### config.mk
export PLATFORM = sky130hd
export DESIGN_NAME = spi_fifo_master
export DESIGN_NICKNAME = d
export VERILOG_FILES = /design/src/rtl/spim_pkg.sv /design/src/rtl/spim_fifo.sv /design/src/rtl/spim_serializer.sv /design/src/rtl/spi_fifo_master.sv
export SDC_FILE = /design/constraint.sdc
export NUM_CORES = 1
export LEC_CHECK = 0
export BUFFER_PORTS_ARGS = -buffer_cell sky130_fd_sc_hd__buf_2
export CORE_MARGIN = 1.5
export CORE_UTILIZATION = 60
export CTS_CLUSTER_SIZE = 25
export DETAILED_ROUTE_END_ITERATION = 8
export PLACE_DENSITY_LB_ADDON = 0.05
export RECOVER_POWER = 25
export SKIP_CTS_REPAIR_TIMING = 1
export SYNTH_ARGS = -nofsm -noshare
export SYNTH_HDL_FRONTEND = slang
export SYNTH_SLANG_ARGS = --single-unit
### constraint.sdc
create_clock -name clk -period 4.65 [get_ports clk]
set_input_delay 0.2325 -clock clk [delete_from_list [all_inputs] [get_ports clk]]
set_output_delay 0.2325 -clock clk [all_outputs]
set_load 0.01 [all_outputs]
### src/rtl/spim_pkg.sv
package spim_pkg;
  localparam int SPIM_BYTE_W = 8;

  typedef enum logic {
    SER_IDLE  = 1'b0,
    SER_SHIFT = 1'b1
  } ser_state_e;
endpackage

### src/rtl/spim_fifo.sv
module spim_fifo #(
  parameter int W     = 8,
  parameter int DEPTH = 4
) (
  input  logic         clk,
  input  logic         rst_n,
  input  logic         push,
  input  logic [W-1:0] push_data,
  input  logic         pop,
  output logic [W-1:0] pop_data,
  output logic         full,
  output logic         empty
);
  localparam int AW = (DEPTH > 1) ? $clog2(DEPTH) : 1;
  localparam int CW = $clog2(DEPTH + 1);
  localparam logic [AW-1:0] LAST_IDX = AW'(DEPTH - 1);
  localparam logic [CW-1:0] FULL_CNT = CW'(DEPTH);

  logic [W-1:0]  mem [DEPTH];
  logic [AW-1:0] rd_ptr, wr_ptr;
  logic [CW-1:0] cnt;
  logic          wr_ok, rd_ok;

  assign full     = (cnt == FULL_CNT);
  assign empty    = (cnt == '0);
  assign wr_ok    = push && !full;
  assign rd_ok    = pop && !empty;
  assign pop_data = mem[rd_ptr];

  always_ff @(posedge clk) begin
    if (wr_ok) mem[wr_ptr] <= push_data;
  end

  always_ff @(posedge clk or negedge rst_n) begin
    if (!rst_n) begin
      rd_ptr <= '0;
      wr_ptr <= '0;
      cnt    <= '0;
    end else begin
      if (wr_ok) wr_ptr <= (wr_ptr == LAST_IDX) ? '0 : wr_ptr + 1'b1;
      if (rd_ok) rd_ptr <= (rd_ptr == LAST_IDX) ? '0 : rd_ptr + 1'b1;
      case ({wr_ok, rd_ok})
        2'b10:   cnt <= cnt + 1'b1;
        2'b01:   cnt <= cnt - 1'b1;
        default: cnt <= cnt;
      endcase
    end
  end

  // occupancy never exceeds the queue depth
  assert_depth_bound_R1: assert property (@(posedge clk) disable iff (!rst_n)
    cnt <= FULL_CNT);

  // a pop on an empty queue leaves occupancy untouched
  assert_empty_pop_R3: assert property (@(posedge clk) disable iff (!rst_n)
    (empty && pop && !push) |=> empty);
endmodule

### src/rtl/spim_serializer.sv
module spim_serializer
  import spim_pkg::*;
#(
  parameter int DATA_W = 8,
  parameter int DIV_W  = 8
) (
  input  logic              clk,
  input  logic              rst_n,
  input  logic              cpol,
  input  logic              cpha,
  input  logic              lsb_first,
  input  logic [DIV_W-1:0]  div,
  input  logic              src_valid,
  input  logic [DATA_W-1:0] src_data,
  output logic              src_pop,
  input  logic              rpt_en,
  input  logic              rpt_token,
  input  logic              rpt_restart,
  output logic              at_rest,
  output logic              armed,
  output logic              sink_push,
  output logic [DATA_W-1:0] sink_data,
  output logic              sclk,
  output logic              mosi,
  input  logic              miso
);
  localparam int EDGES = 2 * DATA_W;
  localparam int EW    = $clog2(EDGES);
  localparam logic [EW-1:0] LAST_EDGE = EW'(EDGES - 1);

  ser_state_e        st;
  logic [DIV_W-1:0]  cnt;
  logic [EW-1:0]     k;
  logic              sck_i;
  logic [DATA_W-1:0] sh_tx, sh_rx, last_q, rx_next;
  logic              edge_now, lead, do_sample, do_shift, start_fifo, start_rpt;

  assign edge_now   = (st == SER_SHIFT) && (cnt == '0);
  assign lead       = ~k[0];
  assign do_sample  = edge_now && (cpha ? !lead : lead);
  assign do_shift   = edge_now && (cpha ? (lead && k != '0) : (!lead && k != LAST_EDGE));
  assign rx_next    = lsb_first ? {miso, sh_rx[DATA_W-1:1]} : {sh_rx[DATA_W-2:0], miso};
  assign start_fifo = (st == SER_IDLE) && src_valid;
  assign start_rpt  = (st == SER_IDLE) && !src_valid && rpt_en && armed;

  assign src_pop   = start_fifo;
  assign at_rest   = (st == SER_IDLE);
  assign sink_push = edge_now && (k == LAST_EDGE);
  assign sink_data = do_sample ? rx_next : sh_rx;
  assign sclk      = cpol ^ sck_i;
  assign mosi      = lsb_first ? sh_tx[0] : sh_tx[DATA_W-1];

  always_ff @(posedge clk or negedge rst_n) begin
    if (!rst_n) begin
      st     <= SER_IDLE;
      cnt    <= '0;
      k      <= '0;
      sck_i  <= 1'b0;
      sh_tx  <= '0;
      sh_rx  <= '0;
      last_q <= '0;
      armed  <= 1'b0;
    end else begin
      if (st == SER_IDLE) begin
        if (start_fifo) begin
          sh_tx  <= src_data;
          last_q <= src_data;
          armed  <= 1'b1;
          st     <= SER_SHIFT;
          cnt    <= div;
          k      <= '0;
        end else if (start_rpt) begin
          sh_tx <= rpt_token ? '1 : last_q;
          st    <= SER_SHIFT;
          cnt   <= div;
          k     <= '0;
        end
      end else if (cnt != '0) begin
        cnt <= cnt - 1'b1;
      end else begin
        cnt   <= div;
        sck_i <= ~sck_i;
        k     <= k + 1'b1;
        if (do_sample) sh_rx <= rx_next;
        if (do_shift) sh_tx <= lsb_first ? (sh_tx >> 1) : (sh_tx << 1);
        if (k == LAST_EDGE) st <= SER_IDLE;
      end
      if (rpt_restart) armed <= 1'b0;
    end
  end

  // between frames the clock rests at the polarity level
  assert_rest_level_R5: assert property (@(posedge clk) disable iff (!rst_n)
    (st == SER_IDLE) |-> (sclk == cpol));

  // a frame always completes with a byte delivered before going back to rest
  assert_frame_end_R5: assert property (@(posedge clk) disable iff (!rst_n)
    sink_push |=> (st == SER_IDLE));
endmodule

### src/rtl/spi_fifo_master.sv
module spi_fifo_master
  import spim_pkg::*;
#(
  parameter int DATA_W   = SPIM_BYTE_W,
  parameter int TX_DEPTH = 4,
  parameter int RX_DEPTH = 4,
  parameter int DIV_W    = 8
) (
  input  logic              clk,
  input  logic              rst_n,
  input  logic              tx_valid,
  input  logic [DATA_W-1:0] tx_data,
  output logic              tx_ready,
  output logic              rx_valid,
  output logic [DATA_W-1:0] rx_data,
  input  logic              rx_ready,
  input  logic              cfg_cpol,
  input  logic              cfg_cpha,
  input  logic              cfg_lsb_first,
  input  logic [DIV_W-1:0]  cfg_div,
  input  logic              rpt_wr,
  input  logic              rpt_wr_en,
  input  logic              rpt_wr_token,
  output logic              rpt_en,
  output logic              rpt_token,
  input  logic              ovf_clr,
  output logic              tx_idle,
  output logic              rx_ovf,
  output logic              ovf_irq,
  output logic              sclk,
  output logic              mosi,
  input  logic              miso
);
  logic              tx_full, tx_empty, tx_pop;
  logic [DATA_W-1:0] tx_head;
  logic              rx_full, rx_empty;
  logic [DATA_W-1:0] rx_head;
  logic              ser_rest, ser_armed, ser_push, rpt_accept, rx_drop;
  logic [DATA_W-1:0] ser_byte;

  spim_fifo #(.W(DATA_W), .DEPTH(TX_DEPTH)) u_txq (
    .clk(clk), .rst_n(rst_n),
    .push(tx_valid), .push_data(tx_data),
    .pop(tx_pop), .pop_data(tx_head),
    .full(tx_full), .empty(tx_empty)
  );

  spim_fifo #(.W(DATA_W), .DEPTH(RX_DEPTH)) u_rxq (
    .clk(clk), .rst_n(rst_n),
    .push(ser_push), .push_data(ser_byte),
    .pop(rx_ready), .pop_data(rx_head),
    .full(rx_full), .empty(rx_empty)
  );

  spim_serializer #(.DATA_W(DATA_W), .DIV_W(DIV_W)) u_ser (
    .clk(clk), .rst_n(rst_n),
    .cpol(cfg_cpol), .cpha(cfg_cpha), .lsb_first(cfg_lsb_first), .div(cfg_div),
    .src_valid(!tx_empty), .src_data(tx_head), .src_pop(tx_pop),
    .rpt_en(rpt_en), .rpt_token(rpt_token), .rpt_restart(rpt_accept),
    .at_rest(ser_rest), .armed(ser_armed),
    .sink_push(ser_push), .sink_data(ser_byte),
    .sclk(sclk), .mosi(mosi), .miso(miso)
  );

  assign tx_ready   = !tx_full;
  assign rx_valid   = !rx_empty;
  assign rx_data    = rx_empty ? '0 : rx_head;
  assign tx_idle    = tx_empty && ser_rest && !(rpt_en && ser_armed);
  assign rpt_accept = rpt_wr && tx_empty && ser_rest;
  assign rx_drop    = ser_push && rx_full;

  always_ff @(posedge clk or negedge rst_n) begin
    if (!rst_n) begin
      rpt_en    <= 1'b0;
      rpt_token <= 1'b0;
      rx_ovf    <= 1'b0;
      ovf_irq   <= 1'b0;
    end else begin
      if (rpt_accept) begin
        rpt_en    <= rpt_wr_en;
        rpt_token <= rpt_wr_token;
      end
      ovf_irq <= rx_drop;
      if (rx_drop)      rx_ovf <= 1'b1;
      else if (ovf_clr) rx_ovf <= 1'b0;
    end
  end

  // a byte arriving at a full receive queue leaves the flag set
  assert_drop_flags_R4: assert property (@(posedge clk) disable iff (!rst_n)
    (ser_push && rx_full) |=> (rx_ovf && ovf_irq));

  // the interrupt pulse never appears without the sticky flag
  assert_irq_has_flag_R4: assert property (@(posedge clk) disable iff (!rst_n)
    ovf_irq |-> rx_ovf);

  // repeat settings hold when a write arrives at the wrong time
  assert_rpt_guard_R10: assert property (@(posedge clk) disable iff (!rst_n)
    (rpt_wr && !(tx_empty && ser_rest)) |=> ($stable(rpt_en) && $stable(rpt_token)));

  // idle implies room in the transmit queue
  assert_idle_has_room_R2: assert property (@(posedge clk) disable iff (!rst_n)
    tx_idle |-> tx_ready);

  // an empty receive queue presents zero
  assert_empty_zero_R3: assert property (@(posedge clk) disable iff (!rst_n)
    !rx_valid |-> (rx_data == '0));
endmodule

Word-level counts from Yosys, hierarchy flattened
Memories as Yosys holds them, arrays and structs flattened.
Index checks and enable logic that the tools add are counted.
{ "classes": {"bitwise_logic": 5, "n_eq_ne": 15, "mul": 0, "order_cmp": 0, "reduce_logical": 39, "shift": 0, "muxes": 41, "n_addsub": 10, "n_div": 0} }
{ "ops": {"columns": ["op", "count"], "rows": [
  ["$mux 8", 14],
  ["$logic_and 1x1->1", 19],
  ["$mux 1", 17],
  ["$mux 4", 4],
  ["$eq 2x2->1 const B", 6],
  ["$pmux 3 s2", 2],
  ["$add 2x1->2 const B", 4],
  ["$logic_not 8->1", 1],
  ["$mux 2", 4],
  ["$reduce_and 2->1", 4],
  ["$reduce_bool 2->1", 4],
  ["$reduce_bool 8->1", 1],
  ["$sub 8x1->8 const B", 1],
  ["$add 3x1->3 const B", 2],
  ["$eq 3x3->1 const B", 2],
  ["$logic_not 3->1", 2],
  ["$ne 2x2->1 const B", 3],
  ["$sub 3x1->3 const B", 2],
  ["$logic_not 1->1", 5],
  ["$add 4x1->4 const B", 1],
  ["$eq 2x1->1 const B", 2],
  ["$eq 4x4->1 const B", 1],
  ["$ne 4x4->1 const B", 1],
  ["$not 1->1", 4],
  ["other kinds (4)", 4]
]} }
{ "word_totals": {"latchBits": 0, "output_inout_bits": 17, "ram_bits": 64, "mem_bits_ro": 0, "mem_count": 2, "in_bits": 28, "regBits": 57} }
{ "memory_table": {"columns": ["name", "words", "word_bits", "rd", "rd_clocked_by_memory_dff", "write_ports", "line", "rtl"], "rows": [
  ["u_rxq.mem", 4, 8, 1, 0, 1, "spim_fifo.sv:19", "logic [W-1:0] mem [DEPTH];"],
  ["u_txq.mem", 4, 8, 1, 0, 1, "spim_fifo.sv:19", null]
]} }

Longest topological paths before layout
{ "depth": {"ltp_word": 7, "depth_mapped": 12} }

Hierarchy
Synthesis repeated with hierarchy kept, for this count alone.
{ "hier_totals": {"hier_cells": 406, "area_unflattened_um2": 5677.9} }
{ "by_module_without_submodules": {"columns": ["module", "seq_area_each_um2", "area_per_inst_um2", "instances", "cells_per_inst"], "rows": [
  ["spim_fifo", 1136.1, 1636.6, 2, 82],
  ["spim_serializer", 975.9, 2175.8, 1, 219],
  ["spi_fifo_master", 100.1, 229.0, 1, 23]
]} }

Worst setup path before layout
No wires, ideal clock.
{ "synth_path": {"kind": "register to register", "startpoint": "register u_ser.cnt[0]", "endpoint": "register u_rxq.cnt[1]", "arrival_ps": 2173, "n_path_buf": 0, "t_required_ps": 4567, "setup_time_ps": 83, "setup_slack_ps": 2395, "stages_incl_launch_ff": 11, "path_cell_list": "dfrtp_1 > inv_1 > ha_1 > nor4b_4 > nand4_1 > a21oi_2 > inv_1 > ha_1 > inv_1 > fa_1 > o21ai_0"} }
{ "synth_between": {"elab_chain_len": 6, "elab_cells_between_ends": 8, "cone_classes": "2 x eq/ne; 1 x mux; 5 x reduce/logical"} }
{ "synth_lines": {"columns": ["item", "line", "rtl"], "rows": [
  ["from (decl)", "spim_serializer.sv:32", "logic [DIV_W-1:0] cnt;"],
  ["from (signal assigned)", "spim_serializer.sv:70", "cnt <= div;"],
  ["from (signal assigned)", "spim_serializer.sv:75", "cnt <= div;"],
  ["from (signal assigned)", "spim_serializer.sv:79", "cnt <= cnt - 1'b1;"],
  ["$logic_not 8->1 *", "spim_serializer.sv:38", "assign edge_now = (st == SER_SHIFT) && (cnt == '0);"],
  ["$logic_and 1x1->1 *", "spim_serializer.sv:38", null],
  ["$logic_and 1x1->1 *", "spim_serializer.sv:48", "assign sink_push = edge_now && (k == LAST_EDGE);"],
  ["$logic_and 1x1->1 *", "spim_fifo.sv:26", "assign wr_ok = push && !full;"],
  ["$eq 2x1->1 / $eq 2x2->1 (equally long branches)", "spim_fifo.sv:42", "case ({wr_ok, rd_ok})"],
  ["$pmux 3 s2 / $reduce_bool 2->1 (equally long branches)", null, null],
  ["to (signal assigned)", "spim_fifo.sv:43", "2'b10: cnt <= cnt + 1'b1;"],
  ["to (signal assigned)", "spim_fifo.sv:44", "2'b01: cnt <= cnt - 1'b1;"],
  ["to (signal assigned)", "spim_fifo.sv:45", "default: cnt <= cnt;"],
  ["to (decl)", "spim_fifo.sv:21", "logic [CW-1:0] cnt;"]
]} }
Every way passes the cells marked *; elsewhere a longest branch is shown, timed or not.
A chain may end at the register's enable or synchronous reset.

==> metrics.md <==
| Metric | Value |
|---|---|
| Hold WC Path Type | `in2reg` |
| Fin crit period | `3.173 ns` |
| Post-route clock period utilization | `0.6824` |
| Top Ports | `45` |
| Largest net degree at the start of global routing | `58` |
| Synth warn | `0` |
| Cell area power density | `519.0 nW/um2` |
| Comb pwr share | `0.190` |
| Critical path endpoint category | `asynchronous set/reset pin` |
| Max Cap Viol | `1` |
| Row count | `35` |
| Final WL | `10380 um` |
| Mapped cell area | `5604 um2` |
| P_sw | `993.2 uW` |
| Detailed Route Iter0 Violations | `170` |
| Place WS | `1.938 ns` |
| Clock Path Buffers | `2` |
| Cells after Synth | `423` |
| Clock share of power | `0.364` |
| Worst R2R Setup Slack | `1.98 ns` |
| Router iterations before antenna repair | `5` |
| VDD IR max | `0.3191 mV` |
| Largest cells by area after synthesis | `edfxtp_1, dfrtp_1, mux4_2` |
| Crit path kind | `in2async` |
| Initial core utilization | `0.6123` |
| Internal | `2411 uW` |
| Synth Flop Type | `edfxtp_1` |
| HPWL Detailed | `6498 um` |
| Via count | `3430` |
| Layout cells sized above 1 | `0.2267` |
| Clock Latency Late Sink | `0.51 ns` |
| Final slew viol count | `58` |
| TritonCTS Sinks | `121` |
| Cell variety after synth | `53` |
| Status | `complete, but fails checks` |
| Final setup vio count | `0` |
| Synth async-reset ratio | `0.4711` |
| Placed cell count | `560` |
| Core region area | `9153 um2` |
| Drt drc | `0` |
| Layout Cells excl Fill | `605` |
| Clk_skew | `0.01058 ns` |
| Die Y | `99.65 um` |
| Syn nets | `469` |
| Clk slew on worst S/H paths | `0.06 ns` |
| Crit-path max FO | `57` |
| P_leak | `0.002724 uW` |
| RSZ-0062 raised after global routing | `false` |
| Setup TNS | `0 ns` |
| Die area | `9929 um2` |
| Critical path data required time | `4.56 ns` |
| Nets | `527` |
| CTS Root Cell | `clkbuf_8` |
| Antenna Nets Post-Route | `0` |
| Tot GR Track Use | `0.2275` |
| Num CTS Buffers | `17` |
| Post-synthesis register bit count | `121` |
| Number of synthesized flops with an enable pin | `64` |
| Wire length per cell | `17.15 um` |
| Final worst slack | `1.477 ns` |
| Vias per inst | `5.669` |
| Number of global-route vias before repair | `3457` |
| Synth area leader | `edfxtp_1` |
| Final Wtd Congestion | `0.7861` |
| Port bufs | `44` |
| Number of diodes | `0` |
| Hold Violations, Final | `0` |
| Failing checks | `capacitance limit, slew limit` |
| Seq pwr share | `0.447` |
| CTS tree | `done` |
| Syn_area_per_cell | `13.25 um2` |
| Core Util, Final | `0.7166` |
| CTS H-tree lvls | `4` |
| Worst EP arrival | `3.09 ns` |
| Sw Ratio | `0.2917` |
| Top cell type's share of synthesized area | `0.3429` |
| GRT Residual Overflow | `0` |
| Die width | `99.65 um` |
| Area grow syn2layout | `17.04%` |
| Worst-margin pin slew | `3.154 ns` |
| First-pass GRT wire length | `16880 um` |
| Highest clock rate | `315.1 MHz` |
| Register area share after synthesis | `0.5975` |
| Worst slew margin | `-1.103` |
| Setup crit start kind | `input port` |
| Initial antenna violation count | `0` |
==> registers in the layout, summed over array words and instances (netlist names), 3 cells and up <==
name	flops
u_txq.cnt	3
u_ser.k	4
u_rxq.mem	32
u_ser.last_q	8
u_ser.sh_rx	8
u_txq.mem	32
u_ser.cnt	8
u_ser.sh_tx	8
u_rxq.cnt	3
==> power by group through the flow <==
| stage | combinational (uW) | sequential, uW | clock (uW) |
|---|---|---|---|
| global placement | 613 | 1530 | 0 |
| detailed placement | 637 | 1540 | 0 |
| global route | 730 | 1560 | 1310 |
| floorplan | 533 | 1450 | 0 |
| finish | 646 | 1520 | 1240 |
| CTS | 646 | 1520 | 1260 |
==> cells by family (layout without fill, tap and decap cells) <==
| kind of cell | after synthesis | in the layout | synth area share |
|---|---|---|---|
| buf+inv | 43 | 114 | 0.03304 |
| fa+ha+maj | 18 | 18 | 0.04287 |
| xor+xnor | 10 | 10 | 0.01563 |
| simple gates | 121 | 121 | 0.1092 |
| flops | 121 | 121 | 0.5975 |
| compound gates | 63 | 63 | 0.07658 |
| mux | 47 | 47 | 0.1253 |
==> placed cells by master, fill, tap and decap left out, types with 3 or more instances in the layout <==
cell type      instances
o21ai_0               28
mux2i_1                9
a21o_1                 3
nand3_1                7
a21oi_1                6
and2_1                15
inv_1                 23
clkbuf_16             16
buf_2                 36
nand4_1                4
clkinv_4               5
edfxtp_1              64
mux4_2                16
a221o_1                6
dlygate4sd3_1         13
xor2_1                 5
nor3b_1                3
mux2_2                21
nand2_1               47
clkinv_1               3
ha_1                  16
and3_1                 5
xnor2_1                5
dfrtp_1               57
nor2_1                20
clkbuf_1               9
nor3_1                 5
==> cell type report <==
type                            count  area, um2
Fill cell                         626       2594
Clock buffer                       17      414.1
Clock inverter                     15      152.6
Timing Repair Buffer               58      344.1
Tap cell                          111      138.9
Multi-Input combinational cell    259       2071
Sequential cell                   121       3348
Inverter                           24      90.09
==> final timing paths <==
check | start | to | depth (start not counted)
setup / recovery | rst_n | u_ser.last_q[6] | 3
hold / removal | cfg_div[1] | u_ser.cnt[1] | 3
setup reg to reg | u_ser.cnt[0] | u_rxq.mem[2][5] | 5
hold reg to reg | u_ser.last_q[2] | u_ser.last_q[2] | 2
max in group clk | u_ser.st | tx_idle | 4
min in group asynchronous | rst_n | u_ser.cnt[3] | 3
==> per-stage QoR <==
stage / power, uW / hold slack [ns] / instance area [um2]
after CTS: 3433 / -0.1108 / 6442
after global routing: 3594 / 0.02879 / 6559
final: 3404 / 0.02844 / 6559
after floorplan: 1979 / -0.06309 / 5604
after global placement: 2142 / 0.4293 / 5876
after detailed placement: 2173 / 0.4334 / 5876
==> Yosys cell counts (all sizes together) (2+ instances only) <==
cell and number:
nor2 20, nor4 2, clkbuf 8, ha 16
a31oi 2, or4 2, a22o 2, nor3 7
and2 16, nand3b 2, o31ai 2, nand3 7
nand2 47, inv 24, a21oi 7, a21o 3
mux4 16, a221o 6, mux2 22, o21ai 28
nand2b 2, o22ai 2, and3 5, mux2i 9
edfxtp 64, nor3b 3, o2bb2a 2, nand4 4
fa 2, o211ai 2, xnor2 5, buf 11
a22oi 2, dfrtp 57, xor2 5
==> worst max-delay path, stage by stage <==
cell           delay [ns]
dlygate4sd3_1        0.52
buf_2                0.09
clkbuf_1             2.22
==> routing by layer <==
metal,GRT usage,vias up,share of wire
li1,-,1664,-
met1,0.2868,1703,0.43
met2,0.3851,57,0.54
met3,0.05271,6,0.023
met4,0.08884,0,0.0085
met5,0,-,0
No activity file was read; power rests on OpenSTA's default activity.
